<file path="config.mk">
export PLATFORM = sky130hd
export DESIGN_NAME = freq_readback
export DESIGN_NICKNAME = d
export VERILOG_FILES = /design/src/rtl/freq_rb_pkg.sv /design/src/rtl/freq_rb_divider.sv /design/src/rtl/freq_rb_datapath.sv /design/src/rtl/freq_rb_control.sv /design/src/rtl/freq_readback.sv
export SDC_FILE = /design/constraint.sdc
export NUM_CORES = 1
export LEC_CHECK = 0
export BUFFER_PORTS_ARGS = -buffer_cell sky130_fd_sc_hd__buf_4
export CORE_ASPECT_RATIO = 0.9
export CORE_UTILIZATION = 58
export DETAILED_ROUTE_END_ITERATION = 6
export PLACE_DENSITY = 0.82
export SYNTH_ARGS = -nofsm -noshare
export SYNTH_HDL_FRONTEND = slang
export SYNTH_SLANG_ARGS = --single-unit
</file>
<file path="constraint.sdc">
create_clock -name clk -period 6.4 [get_ports clk]
set_clock_uncertainty 0.2 [all_clocks]
set_input_delay 0.32 -clock clk [delete_from_list [all_inputs] [get_ports clk]]
set_output_delay 0.32 -clock clk [all_outputs]
set_load 0.05 [all_outputs]
</file>
<file path="src/rtl/freq_rb_pkg.sv">
package freq_rb_pkg;

  typedef enum logic [1:0] {
    OP_VCO  = 2'd0,
    OP_MDIV = 2'd1,
    OP_PDIV = 2'd2,
    OP_POST = 2'd3
  } divOpE;

  // strobes from control to datapath
  typedef struct packed {
    logic  capture;
    logic  loadFixed;
    logic  clearAcc;
    logic  mulN;
    logic  divGo;
    divOpE divOp;
    logic  takeQuot;
  } dpCtlT;

  // decoded snapshot state back to control
  typedef struct packed {
    logic useVco;
    logic usePll;
    logic pllOn;
    logic postOn;
    logic divDone;
  } dpStatT;

endpackage

</file>
<file path="src/rtl/freq_rb_divider.sv">
module freq_rb_divider #(
  parameter int W = 32
) (
  input  logic         clk,
  input  logic         rstN,
  input  logic         go,
  input  logic [W-1:0] dividend,
  input  logic [W-1:0] divisor,
  output logic         divDone,
  output logic [W-1:0] quotient
);
  localparam int CW = $clog2(W + 1);

  logic [W-1:0]  remR, quoR, divR;
  logic [CW-1:0] cntR;
  logic          runR, doneR;
  logic [W:0]    shifted, diff;

  assign shifted = {remR, quoR[W-1]};
  assign diff    = shifted - {1'b0, divR};

  always_ff @(posedge clk) begin
    if (!rstN) begin
      remR  <= '0;
      quoR  <= '0;
      divR  <= '0;
      cntR  <= '0;
      runR  <= 1'b0;
      doneR <= 1'b0;
    end else begin
      doneR <= 1'b0;
      if (go) begin
        if (divisor == '0) begin
          quoR  <= '0;
          runR  <= 1'b0;
          doneR <= 1'b1;
        end else begin
          quoR <= dividend;
          remR <= '0;
          divR <= divisor;
          cntR <= CW'(W);
          runR <= 1'b1;
        end
      end else if (runR) begin
        if (!diff[W]) begin
          remR <= diff[W-1:0];
          quoR <= {quoR[W-2:0], 1'b1};
        end else begin
          remR <= shifted[W-1:0];
          quoR <= {quoR[W-2:0], 1'b0};
        end
        cntR <= cntR - CW'(1);
        if (cntR == CW'(1)) begin
          runR  <= 1'b0;
          doneR <= 1'b1;
        end
      end
    end
  end

  assign divDone  = doneR;
  assign quotient = quoR;
endmodule

</file>
<file path="src/rtl/freq_rb_datapath.sv">
module freq_rb_datapath
  import freq_rb_pkg::*;
#(
  parameter int W             = 32,
  parameter int NUM_DOM       = 16,
  parameter int IDX_W         = 4,
  parameter int FIXED_HI_KHZ  = 108000,
  parameter int FIXED_REF_KHZ = 100000
) (
  input  logic               clk,
  input  logic               rstN,
  input  dpCtlT              ctl,
  output dpStatT             stat,
  input  logic [IDX_W-1:0]   domIdx,
  input  logic [NUM_DOM-1:0] pllSelMask,
  input  logic [31:0]        pllCtrl,
  input  logic [31:0]        pllCoef,
  input  logic [31:0]        srcSel,
  input  logic [31:0]        divCtl,
  input  logic [31:0]        postDiv,
  input  logic [W-1:0]       crystalKhz,
  input  logic [W-1:0]       vco0Khz,
  input  logic [W-1:0]       vco1Khz,
  output logic [W-1:0]       freqKhz
);
  localparam int FW  = 6;
  localparam int SDW = FW + 1;

  logic [W-1:0]   fixedR, vcoR, accR;
  logic [SDW-1:0] vcoSdivR, postSdivR;
  logic [7:0]     nR, mR;
  logic [FW-1:0]  pR;
  logic           useVcoR, usePllR, pllOnR, postOnR;
  logic           pathPll;
  logic [FW-1:0]  vcoField, postField;
  logic [W-1:0]   dvdSel, dvsSel, quot;
  logic           divDone;
  logic           unusedBits;

  assign pathPll   = pllSelMask[domIdx];
  assign vcoField  = srcSel[8] ? divCtl[13:8] : divCtl[5:0];
  assign postField = pathPll ? postDiv[13:8] : postDiv[5:0];

  always_ff @(posedge clk) begin
    if (!rstN) begin
      fixedR    <= '0;
      vcoR      <= '0;
      vcoSdivR  <= '0;
      postSdivR <= '0;
      nR        <= '0;
      mR        <= '0;
      pR        <= '0;
      useVcoR   <= 1'b0;
      usePllR   <= 1'b0;
      pllOnR    <= 1'b0;
      postOnR   <= 1'b0;
    end else if (ctl.capture) begin
      useVcoR <= (srcSel[1:0] == 2'd3);
      unique case (srcSel[1:0])
        2'd0:    fixedR <= (&srcSel[17:16]) ? W'(FIXED_HI_KHZ) : crystalKhz;
        2'd2:    fixedR <= W'(FIXED_REF_KHZ);
        default: fixedR <= '0;
      endcase
      vcoR      <= srcSel[8] ? vco1Khz : vco0Khz;
      vcoSdivR  <= divCtl[31] ? ({1'b0, vcoField} + SDW'(2)) : SDW'(2);
      usePllR   <= pathPll;
      pllOnR    <= pllCtrl[0];
      pR        <= pllCoef[21:16];
      nR        <= pllCoef[15:8];
      mR        <= pllCoef[7:0];
      postOnR   <= postDiv[31];
      postSdivR <= {1'b0, postField} + SDW'(2);
    end
  end

  always_comb begin
    unique case (ctl.divOp)
      OP_VCO: begin
        dvdSel = vcoR << 1;
        dvsSel = W'(vcoSdivR);
      end
      OP_MDIV: begin
        dvdSel = accR;
        dvsSel = W'(mR);
      end
      OP_PDIV: begin
        dvdSel = accR;
        dvsSel = W'(pR);
      end
      default: begin
        dvdSel = accR << 1;
        dvsSel = W'(postSdivR);
      end
    endcase
  end

  freq_rb_divider #(.W(W)) uDiv (
    .clk      (clk),
    .rstN     (rstN),
    .go       (ctl.divGo),
    .dividend (dvdSel),
    .divisor  (dvsSel),
    .divDone  (divDone),
    .quotient (quot)
  );

  always_ff @(posedge clk) begin
    if (!rstN)              accR <= '0;
    else if (ctl.clearAcc)  accR <= '0;
    else if (ctl.loadFixed) accR <= fixedR;
    else if (ctl.mulN)      accR <= accR * W'(nR);
    else if (ctl.takeQuot)  accR <= quot;
  end

  assign stat = '{useVco: useVcoR, usePll: usePllR, pllOn: pllOnR,
                  postOn: postOnR, divDone: divDone};
  assign freqKhz = accR;

  assign unusedBits = ^{pllCtrl[31:1], pllCoef[31:22], srcSel[31:18],
                        srcSel[15:9], srcSel[7:2], divCtl[30:14],
                        divCtl[7:6], postDiv[30:14], postDiv[7:6]};
endmodule

</file>
<file path="src/rtl/freq_rb_control.sv">
module freq_rb_control
  import freq_rb_pkg::*;
(
  input  logic   clk,
  input  logic   rstN,
  input  logic   start,
  input  dpStatT stat,
  output dpCtlT  ctl,
  output logic   busy,
  output logic   done
);
  typedef enum logic [3:0] {
    S_IDLE, S_SRC, S_VCO, S_PLL, S_MDIV, S_PDIV, S_POSTCHK, S_POST, S_DONE
  } stateE;

  stateE stateR, stateNx;
  logic  launchedR;

  always_comb begin
    ctl     = '0;
    stateNx = stateR;
    unique case (stateR)
      S_IDLE: if (start) begin
        ctl.capture = 1'b1;
        stateNx     = S_SRC;
      end
      S_SRC: begin
        if (stat.useVco) stateNx = S_VCO;
        else begin
          ctl.loadFixed = 1'b1;
          stateNx       = S_PLL;
        end
      end
      S_PLL: begin
        if (!stat.usePll) stateNx = S_POSTCHK;
        else if (!stat.pllOn) begin
          ctl.clearAcc = 1'b1;
          stateNx      = S_POSTCHK;
        end else begin
          ctl.mulN = 1'b1;
          stateNx  = S_MDIV;
        end
      end
      S_POSTCHK: stateNx = stat.postOn ? S_POST : S_DONE;
      S_DONE:    stateNx = S_IDLE;
      default: begin
        // one of the four divide states
        unique case (stateR)
          S_VCO:   ctl.divOp = OP_VCO;
          S_MDIV:  ctl.divOp = OP_MDIV;
          S_PDIV:  ctl.divOp = OP_PDIV;
          default: ctl.divOp = OP_POST;
        endcase
        if (!launchedR) ctl.divGo = 1'b1;
        else if (stat.divDone) begin
          ctl.takeQuot = 1'b1;
          unique case (stateR)
            S_VCO:   stateNx = S_PLL;
            S_MDIV:  stateNx = S_PDIV;
            S_PDIV:  stateNx = S_POSTCHK;
            default: stateNx = S_DONE;
          endcase
        end
      end
    endcase
  end

  always_ff @(posedge clk) begin
    if (!rstN) begin
      stateR    <= S_IDLE;
      launchedR <= 1'b0;
    end else begin
      stateR <= stateNx;
      if (ctl.divGo)         launchedR <= 1'b1;
      else if (ctl.takeQuot) launchedR <= 1'b0;
    end
  end

  assign busy = (stateR != S_IDLE);
  assign done = (stateR == S_DONE);
endmodule

</file>
<file path="src/rtl/freq_readback.sv">
module freq_readback
  import freq_rb_pkg::*;
#(
  parameter int   W             = 32,
  parameter int   NUM_DOM       = 16,
  parameter int   FIXED_HI_KHZ  = 108000,
  parameter int   FIXED_REF_KHZ = 100000,
  localparam int  IDX_W         = $clog2(NUM_DOM)
) (
  input  logic               clk,
  input  logic               rstN,
  input  logic               start,
  input  logic [IDX_W-1:0]   domIdx,
  input  logic [NUM_DOM-1:0] pllSelMask,
  input  logic [31:0]        pllCtrl,
  input  logic [31:0]        pllCoef,
  input  logic [31:0]        srcSel,
  input  logic [31:0]        divCtl,
  input  logic [31:0]        postDiv,
  input  logic [W-1:0]       crystalKhz,
  input  logic [W-1:0]       vco0Khz,
  input  logic [W-1:0]       vco1Khz,
  output logic               busy,
  output logic               done,
  output logic [W-1:0]       freqKhz
);
  dpCtlT  ctl;
  dpStatT stat;

  freq_rb_control uCtl (
    .clk  (clk),
    .rstN (rstN),
    .start(start),
    .stat (stat),
    .ctl  (ctl),
    .busy (busy),
    .done (done)
  );

  freq_rb_datapath #(
    .W(W), .NUM_DOM(NUM_DOM), .IDX_W(IDX_W),
    .FIXED_HI_KHZ(FIXED_HI_KHZ), .FIXED_REF_KHZ(FIXED_REF_KHZ)
  ) uDp (
    .clk        (clk),
    .rstN       (rstN),
    .ctl        (ctl),
    .stat       (stat),
    .domIdx     (domIdx),
    .pllSelMask (pllSelMask),
    .pllCtrl    (pllCtrl),
    .pllCoef    (pllCoef),
    .srcSel     (srcSel),
    .divCtl     (divCtl),
    .postDiv    (postDiv),
    .crystalKhz (crystalKhz),
    .vco0Khz    (vco0Khz),
    .vco1Khz    (vco1Khz),
    .freqKhz    (freqKhz)
  );
endmodule

</file>
# --- After elaboration in Yosys (flattened, before gate mapping) ---
# Cells that the tools add are included.
classes:
  add_sub_neg: 4
  bitwise_logic: 2
  reduce_logical: 17
  n_eq_ne: 14
  mux: 56
  order_cmp: 1
  n_mul: 1
ops:
  columns: ["operator", "count"]
  rows:
  - ["32-bit 2-to-1 mux", 11]
  - ["32-bit case mux with 2 select lines", 2]
  - ["33-bit by 32-bit subtractor with 33-bit output", 1]
  - ["32-bit zero test", 1]
  - ["32-bit by 8-bit multiplier with 32-bit output", 1]
  - ["31-bit 2-to-1 mux", 1]
  - ["6-bit 2-to-1 mux", 5]
  - ["8-bit case mux with 3 select lines", 1]
  - ["1-bit 2-to-1 mux", 22]
  - ["4-bit 2-to-1 mux", 5]
  - ["4-bit case mux with 5 select lines", 1]
  - ["6-bit by 2-bit adder with 7-bit output, second input constant", 2]
  - ["4-bit by 3-bit equality test with 1-bit output, second input constant", 3]
  - ["4-bit case mux with 3 select lines", 1]
  - ["6-bit nonzero test", 2]
  - ["4-bit by 2-bit equality test with 1-bit output, second input constant", 2]
  - ["2-bit 2-to-1 mux", 4]
  - ["7-bit 2-to-1 mux", 1]
  - ["2-bit equality test, second input constant", 3]
  - ["6-bit by 1-bit equality test with 1-bit output, second input constant", 1]
  - ["2-bit case mux with 3 select lines", 1]
  - ["2-bit AND reduction", 3]
  - ["6-bit by 1-bit subtractor with 6-bit output, second input constant", 1]
  - ["4-bit by 5-bit < comparator with 1-bit output, second input constant", 1]
  - ["other kinds (14)", 19]
totals:
  regBits: 244
  in_bits: 279
  out_inout_bits: 34

# --- Logic depth before layout (Yosys ltp) ---
# Gate-level depths: netlist of run 1.
depth:
  depth_word: 8
  depth_mapped: 20
  depth_no_buf: 18

# --- Hierarchy ---
# Synthesis of run 1 repeated with hierarchy kept, for this count alone.
hier_totals:
  cells_unflattened: 2536
  area_unflattened_um2: 20676.1
by_module_without_submodules:
  columns: ["mod", "area_each_um2", "instances", "seq_area_each_um2", "cells_per_inst"]
  rows:
  - ["freq_rb_datapath", 14019.7, 1, 2702.6, 1637]
  - ["freq_rb_divider", 6197.2, 1, 2082.0, 837]
  - ["freq_rb_control", 459.2, 1, 100.1, 62]

# --- Least setup slack after synthesis of run 1 ---
# No wires, ideal clock.
synth_path:
  kind: "register to register"
  from: "register uDp.accR[6] (netlist: uDp.freqKhz[6])"
  to: "register uDp.accR[31] (netlist: uDp.freqKhz[31])"
  arrival_ns: 5.032
  required_ns: 6.109
  setup_slack_ns: 1.077
  path_stages_with_launch: 17
  cell_sequence: "dfxtp_1 clkbuf_1 and2_1 fa_1 fa_1 fa_1 inv_1 fa_1 inv_1 ha_1 or4_1 o21ai_0 o21ai_0 a41oi_1 o21ai_0 and3_1 a311oi_1"
synth_between:
  elab_chain_len: 3
synth_rtl:
  columns: ["item", "line", "rtl"]
  rows:
  - ["start, declared", "freq_rb_datapath.sv:29", "logic [W-1:0] fixedR, vcoR, accR;"]
  - ["start signal, assigned", "freq_rb_datapath.sv:110", "else if (ctl.loadFixed) accR <= fixedR;"]
  - ["start signal, assigned", "freq_rb_datapath.sv:111", "else if (ctl.mulN) accR <= accR * W'(nR);"]
  - ["start signal, assigned", "freq_rb_datapath.sv:112", "else if (ctl.takeQuot) accR <= quot;"]
  - ["32-bit by 8-bit multiplier with 32-bit output", "freq_rb_datapath.sv:111", null]
  - ["32-bit 2-to-1 mux", "freq_rb_datapath.sv:111", null]
  - ["32-bit 2-to-1 mux", "freq_rb_datapath.sv:110", null]
# Every way passes these cells.
# A chain may end at the register's enable or synchronous reset.

# --- Worst setup path after layout of run 1 ---
layout_path:
  from: "register uDp.nR[4]"
  to: "register uDp.accR[30] (netlist: uDp.freqKhz[30])"
layout_between:
  elab_chain_len: 3
layout_rtl:
  columns: ["item", "line", "rtl"]
  rows:
  - ["start, declared", "freq_rb_datapath.sv:31", "logic [7:0] nR, mR;"]
  - ["start signal, assigned", "freq_rb_datapath.sv:69", "nR <= pllCoef[15:8];"]
  - ["32-bit by 8-bit multiplier with 32-bit output", "freq_rb_datapath.sv:111", null]
  - ["32-bit 2-to-1 mux", "freq_rb_datapath.sv:111", null]
  - ["32-bit 2-to-1 mux", "freq_rb_datapath.sv:110", null]
# Every way passes these cells.

==> flow_summary_export.csv, run 1 <==
group,metric,value,unit
setup_path,rrSetupSlack,430,ps
synthesis,netlist_instances,2154,
grt,antenna_found_initial,0,
sta,period_share,0.9336,
finish,layout-area-overhead-vs-synth,18.26,%
detailed_routing,routed_via_density,6.101,
clocking,cts_tree,"built",
setup_path,endpoint_kind,"flop",
floorplanning,die_area,0.03209,sq mm
sta,tns,0,ps
floorplanning,start_util,0.5887,
clocking,cts_setup_buffers,0,
floorplanning,num_rows,61,
setup_path,worstSetupEndpoint,"uDp.freqKhz[30]",
worst_hold_path,hold_class,"primary input to flop",
sta,maxSlewViolCount,0,
finish,design_area,0.02152,sq mm
synthesis,synth_fp_nets,2646,
synthesis,syn_area,0.01820,sq mm
synthesis,yosysMostFrequentCell,"nand2_1",
sta,fmax,167.4,MHz
synthesis,netlist_top_cells_count,"257 x nand2_1, 220 x dfxtp_1, 216 x and2_1, 157 x fa_1, 154 x inv_1",
power,power,0.006111,W
sta,fin_ws,425.2,ps
grt,track_usage,0.3309,
setup_path,cp-start-kind,"flop",
setup_path,worstReg2RegStart,"uDp.nR[4]",
synthesis,ys_seq_elements,220,
power,leakage,9.545,nW
clocking,cts_root_buf,"clkbuf_16",
detailed_routing,wl_per_cell,19.17,um
clocking,insertion_delay,520,ps
setup_path,crit_start,"uDp.nR[4]",
finish,multi_input_area,0.01263,sq mm
floorplanning,die_y,170.0,um
sta,maxSlewHeadroom,0.2233,
synthesis,ys_top_cells_by_area,"dfxtp_1 24%, fa_1 17%, and2_1 7.4%, nand2_1 5.3%, mux2i_1 4.4%",
setup_path,crit_required,6620,ps
finish,fill_cells,2296,
grt,grt_max_degree,104,
clocking,cts_max_path_buffers,3,
power,irDropWorstVdd,0.2738,mV
setup_path,path_cells,"nand2_1 > fa_1 > fa_1 > inv_1 > fa_1 > inv_1 > fa_1 > inv_1 > ha_1 > o211ai_1 > o211ai_1 > nand4_1 > a31o_2 > a41oi_1 > o22ai_1 > xor2_1 > a221oi_1",
floorplanning,die_w,188.7,um
placement,hpwlAfterDp,35770,um
setup_path,crit_path_top_delay_cell,"dfxtp_1",
finish,layout-drive-gt1-share,0.1276,
sta,period_needed,5975,ps
setup_path,r2r_end,"uDp.freqKhz[30]",
finish,final_nets,2826,
finish,n_antenna_cell,0,
synthesis,yosysWarningCount,0,
setup_path,crit_family,"adder cells",
clocking,cts_resized,0,
power,p_per_area,283.9,mW/mm^2
detailed_routing,dr.pass1.iters,7,
placement,post_dp_cell_area,0.01986,sq mm
sta,hold_viol_final,0,
placement,io_buffer_count,204,
placement,gp_congestion,0.9159,
setup_path,worstSetupPathType,"flop to flop",
detailed_routing,wl,52900,um
run_status,violations,"DRC",
synthesis,synth_edf_count,0,
synthesis,synthArstFlopShare,0,
setup_path,r2r.worst_path.cells,17,
detailed_routing,num_vias,16840,
sta,finalSetupViolations,0,
synthesis,synth_cell_types,72,
sta,grt_setup_unrepaired,"false",
detailed_routing,ant_nets,0,
setup_path,crit_fanout,29,
setup_path,crit_arrival,6200,ps
setup_path,crit_buf_inv,3,
clocking,clkTransAtPathRegs,60,ps
clocking,cts.sinks,220,
clocking,htree_levels,1,
grt,grt_pass1_wl,86190,um
setup_path,slowest_delay,1040,ps
synthesis,yosysTopAreaCellShare,0.2420,
detailed_routing,drc,2,
setup_path,cp_num_cells,17,
synthesis,ys.flop_type,"dfxtp_1",
sta,worstMarginPinSlew,1165,ps
synthesis,postSynthAreaPerCell,8.449,sq um
run_status,status,"finished, violations left",
setup_path,crit_top_cell,"fa_1",
floorplanning,coreArea,0.03091,sq mm
run,maxCapViolations,0,
placement,dp_slack,533.3,ps
synthesis,synth_area_leader_cell,"dfxtp_1",
clocking,numCtsBuffers,24,
detailed_routing,first_iter_violations,1681,
finish,regArea,0.004405,sq mm
synthesis,synth-seq-area-share,0.2420,
grt,grt-ovfl-total,0,
floorplanning,num_io_pins,313,
grt,grt_pass1_vias,17072,
[metrics by stage]
stage / hold WS (ps) / std cells / util
2_1_floorplan: 240.6 / 2154 / -
3_3_place_gp: 254.8 / 2630 / 0.6423
3_5_place_dp: 262.5 / 2630 / 0.6423
4_1_cts: 2.970 / 2760 / 0.6963
5_1_grt: 28.43 / 2760 / 0.6963
6_report: 7.444 / 2760 / 0.6963
[layout make-up]
cell class	instances	area share
multi-input combinational	1616	0.5867
inverter	154	0.02686
sequential	220	0.2047
clock inverter	11	0.005290
clock buffer	32	0.03168
timing repair buffer	318	0.1210
tap	409	0.02378
[where the power goes]
part           internal (W)  leakage [nW]  switching [W]
registers           0.00161          1.79       0.000481
clock network      0.000829         0.391       0.000571
logic              0.000961          7.36        0.00166
total               0.00340          9.54        0.00271
[registers in the layout (all words and copies together) (netlist names), 4 cells and up]
register	count
uDp.fixedR	32
uDp.pR	6
uDp.postSdivR	7
uDp.vcoSdivR	7
uDp.mR	8
uDp.nR	8
uCtl.stateR	4
uDp.uDiv.cntR	6
uDp.uDiv.quotient	32
uDp.uDiv.divR	8
uDp.vcoR	31
uDp.uDiv.remR	32
uDp.freqKhz	32
[worst min-delay path, stage by stage]
cell     delay (ps)
buf_4            80
mux2i_1          50
nand2_1          80
o211a_1         160
[cells by family after synthesis]
kind of cell | count (synthesis) | synth area share
compound gates | 470 | 0.1776
xor+xnor | 60 | 0.02963
flops | 220 | 0.2420
simple gates | 780 | 0.2181
mux | 93 | 0.05514
buf+inv | 318 | 0.06635
fa+ha+maj | 213 | 0.2112
[what timing repair did]
action                                  4_1_cts  5_1_grt
hold buffers                                 87        0
endpoints found under the hold margin        74        0
endpoints found under the setup margin        0        0
[worst min-delay path by stage]
stage	to	startpoint	cells after the start
after floorplan	uDp.vcoSdivR[0]	uDp.vcoSdivR[0]	2
after global placement	uDp.vcoSdivR[0]	uDp.vcoSdivR[0]	2
after detailed placement	uDp.pR[1]	uDp.pR[1]	2
after CTS	uDp.vcoR[17]	vco0Khz[17]	4
after global routing	uDp.vcoR[9]	vco0Khz[9]	4
final	uDp.vcoR[5]	vco0Khz[5]	4
[placed cells by master, fill, tap and decap left out, drive strengths merged, types with 15 or more instances in the layout]
master and n:
nand2 257, nor2 91, dlygate4sd3 87, fa 157, nor3 34, xor2 26, ha 56, nand3 53
dfxtp 220, buf 231, nand4 17, o221ai 15, inv 155, mux2i 80, o22ai 36, a21oi 101
nor2b 53, o211ai 25, o211a 35, clkbuf 32, xnor2 33, a22oi 57, o21ai 71, and2 216
a21boi 46
[layer usage]
layer | part of all wire | track usage
met1 | 0.40 | 0.4225
met2 | 0.48 | 0.5676
met3 | 0.081 | 0.04393
met4 | 0.039 | 0.1322
met5 | 0 | 0
No activity file was read; power rests on OpenSTA's default activity.
==> inputs of run 2 (changes only) <==
--- a/config.mk
+++ b/config.mk
@@ -9,6 +9,7 @@
 export CORE_ASPECT_RATIO = 0.9
 export CORE_UTILIZATION = 58
 export DETAILED_ROUTE_END_ITERATION = 6
+export MAX_ROUTING_LAYER = met4
 export PLACE_DENSITY = 0.82
 export SYNTH_ARGS = -nofsm -noshare
 export SYNTH_HDL_FRONTEND = slang
==> run 2 against run 1 <==
  * The flow still finishes with violations (DRC)
  * Worst hold slack hardly changed
  * Largest power group unchanged
  * Via count is 0.32% higher
  * Non-clock buffer count stayed put
  * Critical endpoint unchanged
  * Worst setup slack worse by 25 ps
  * Critical path depth stayed put
  * Sequential cell count stayed put
  * Largest cell class unchanged
  * Global-route usage is 1.0 points higher
  * Fmax is 0.42% lower
  * Sequential share of layout area stayed put
==> flow_summary_export.csv, run 2 (synthesis results as in run 1) <==
group,metric,value,unit
run_status,violations,"DRC",
sta,period_share,0.9375,
floorplanning,coreArea,0.03091,sq mm
clocking,cts_resized,0,
sta,hold_viol_final,0,
detailed_routing,num_vias,16894,
clocking,cts_max_path_buffers,3,
clocking,cts_root_buf,"clkbuf_16",
detailed_routing,wl,52930,um
finish,n_antenna_cell,0,
sta,finalSetupViolations,0,
run_status,status,"finished, violations left",
sta,hold_slack,7.733,ps
grt,grt-ovfl-total,0,
setup_path,worstReg2RegStart,"uDp.nR[4]",
power,irDropWorstVdd,0.2733,mV
clocking,clkTransAtPathRegs,60,ps
setup_path,crit_arrival,6200,ps
clocking,numCtsBuffers,24,
placement,io_buffer_count,204,
finish,final_nets,2826,
setup_path,cp-start-kind,"flop",
detailed_routing,routed_via_density,6.121,
worst_hold_path,hold_start,"vco0Khz[5]",
setup_path,crit_fanout,29,
clocking,cts_setup_buffers,0,
finish,final_common_cell,"nand2_1",
finish,final_cell_mix,"257 x nand2_1, 231 x buf_4, 219 x dfxtp_1",
grt,grt_max_degree,104,
clocking,insertion_delay,520,ps
clocking,htree_levels,1,
setup_path,rrSetupSlack,400,ps
detailed_routing,wl_per_cell,19.18,um
detailed_routing,drc,4,
setup_path,endpoint_kind,"flop",
floorplanning,die_w,188.7,um
sta,maxSlewViolCount,0,
sta,tns,0,ps
detailed_routing,dr.pass1.iters,7,
placement,hpwlAfterDp,35770,um
clocking,cts_tree,"built",
floorplanning,die_y,170.0,um
clocking,postCtsHoldBufs,87,
setup_path,crit_start,"uDp.nR[4]",
sta,worstMarginPinSlew,1140,ps
finish,instances_no_fill,2760,
placement,gp_congestion,0.9318,
floorplanning,num_io_pins,313,
setup_path,crit_required,6600,ps
grt,antenna_found_initial,0,
finish,layout-drive-gt1-share,0.1276,
detailed_routing,first_iter_violations,1586,
sta,fmax,166.7,MHz
finish,layout-area-overhead-vs-synth,18.26,%
grt,grt_pass1_vias,17039,
run,maxCapViolations,0,
sta,grt_setup_unrepaired,"false",
power,p_per_area,283.8,mW/mm^2
grt,grt_pass1_wl,86200,um
worst_hold_path,hold_class,"primary input to flop",
grt,track_usage,0.3409,
detailed_routing,ant_nets,0,
sta,period_needed,6000,ps
sta,maxSlewHeadroom,0.2403,
clocking,cts.sinks,220,
setup_path,worstSetupPathType,"flop to flop",
floorplanning,start_util,0.5887,
floorplanning,die_area,0.03209,sq mm
power,leakage,9.545,nW
floorplanning,num_rows,61,
placement,dp_cells,2630,
run 2: cell counts in the layout (fill, tap and decap cells not counted):
Identical to the previous run, type by type.
run 2: cell type report:
cell class,count,area (sq um)
Fill cell,2296,9389
Multi-Input combinational cell,1616,12630
Clock buffer,32,681.9
Timing Repair Buffer,318,2605
Tap cell,409,511.7
Inverter,154,578.1
Clock inverter,11,113.9
Sequential cell,220,4405
run 2: worst max-delay path: stages (launching register included):
cell      delay [ps]
dfxtp_1         1050
nand2_1          170
fa_1             510
fa_1             550
inv_1             50
fa_1             470
inv_1             50
fa_1             480
inv_1             50
ha_1             320
o211ai_1         120
o211ai_1         450
nand4_1          250
a31o_2           330
a41oi_1          180
o22ai_1          120
xor2_1           160
a221oi_1         370
run 2: final timing paths:
kind / to / cells past startpoint
setup / recovery: uDp.freqKhz[30] / 17
hold / removal: uDp.vcoR[5] / 4
setup reg to reg: uDp.freqKhz[30] / 17
hold reg to reg: uDp.mR[6] / 2
run 2: per-layer routing:
layer,GRT usage,vias to the layer above,part of all wire
met3,0.04145,150,0.082
met1,0.4248,8206,0.40
li1,-,7674,-
met4,0.1294,0,0.039
met5,-,-,0
met2,0.5679,864,0.48
run 2: stage by stage:
step | setup slack, ps | power (W) | instance area [sq um] | utilization
6_report | 400.1 | 0.006108 | 21520 | 0.6963
4_1_cts | 493.8 | 0.006044 | 21520 | 0.6963
2_1_floorplan | 1077 | 0.003755 | 18200 | -
3_5_place_dp | 533.3 | 0.004593 | 19860 | 0.6423
3_3_place_gp | 677.2 | 0.004506 | 19860 | 0.6423
5_1_grt | 84.25 | 0.006418 | 21520 | 0.6963
run 2: power breakdown:
group	internal, W	switching (W)	total [W]	leakage [nW]
clock	0.000829	0.000570	0.00140	0.391
combinational	0.000961	0.00165	0.00262	7.36
sequential	0.00161	0.000483	0.00209	1.79
total	0.00340	0.00271	0.00611	9.54
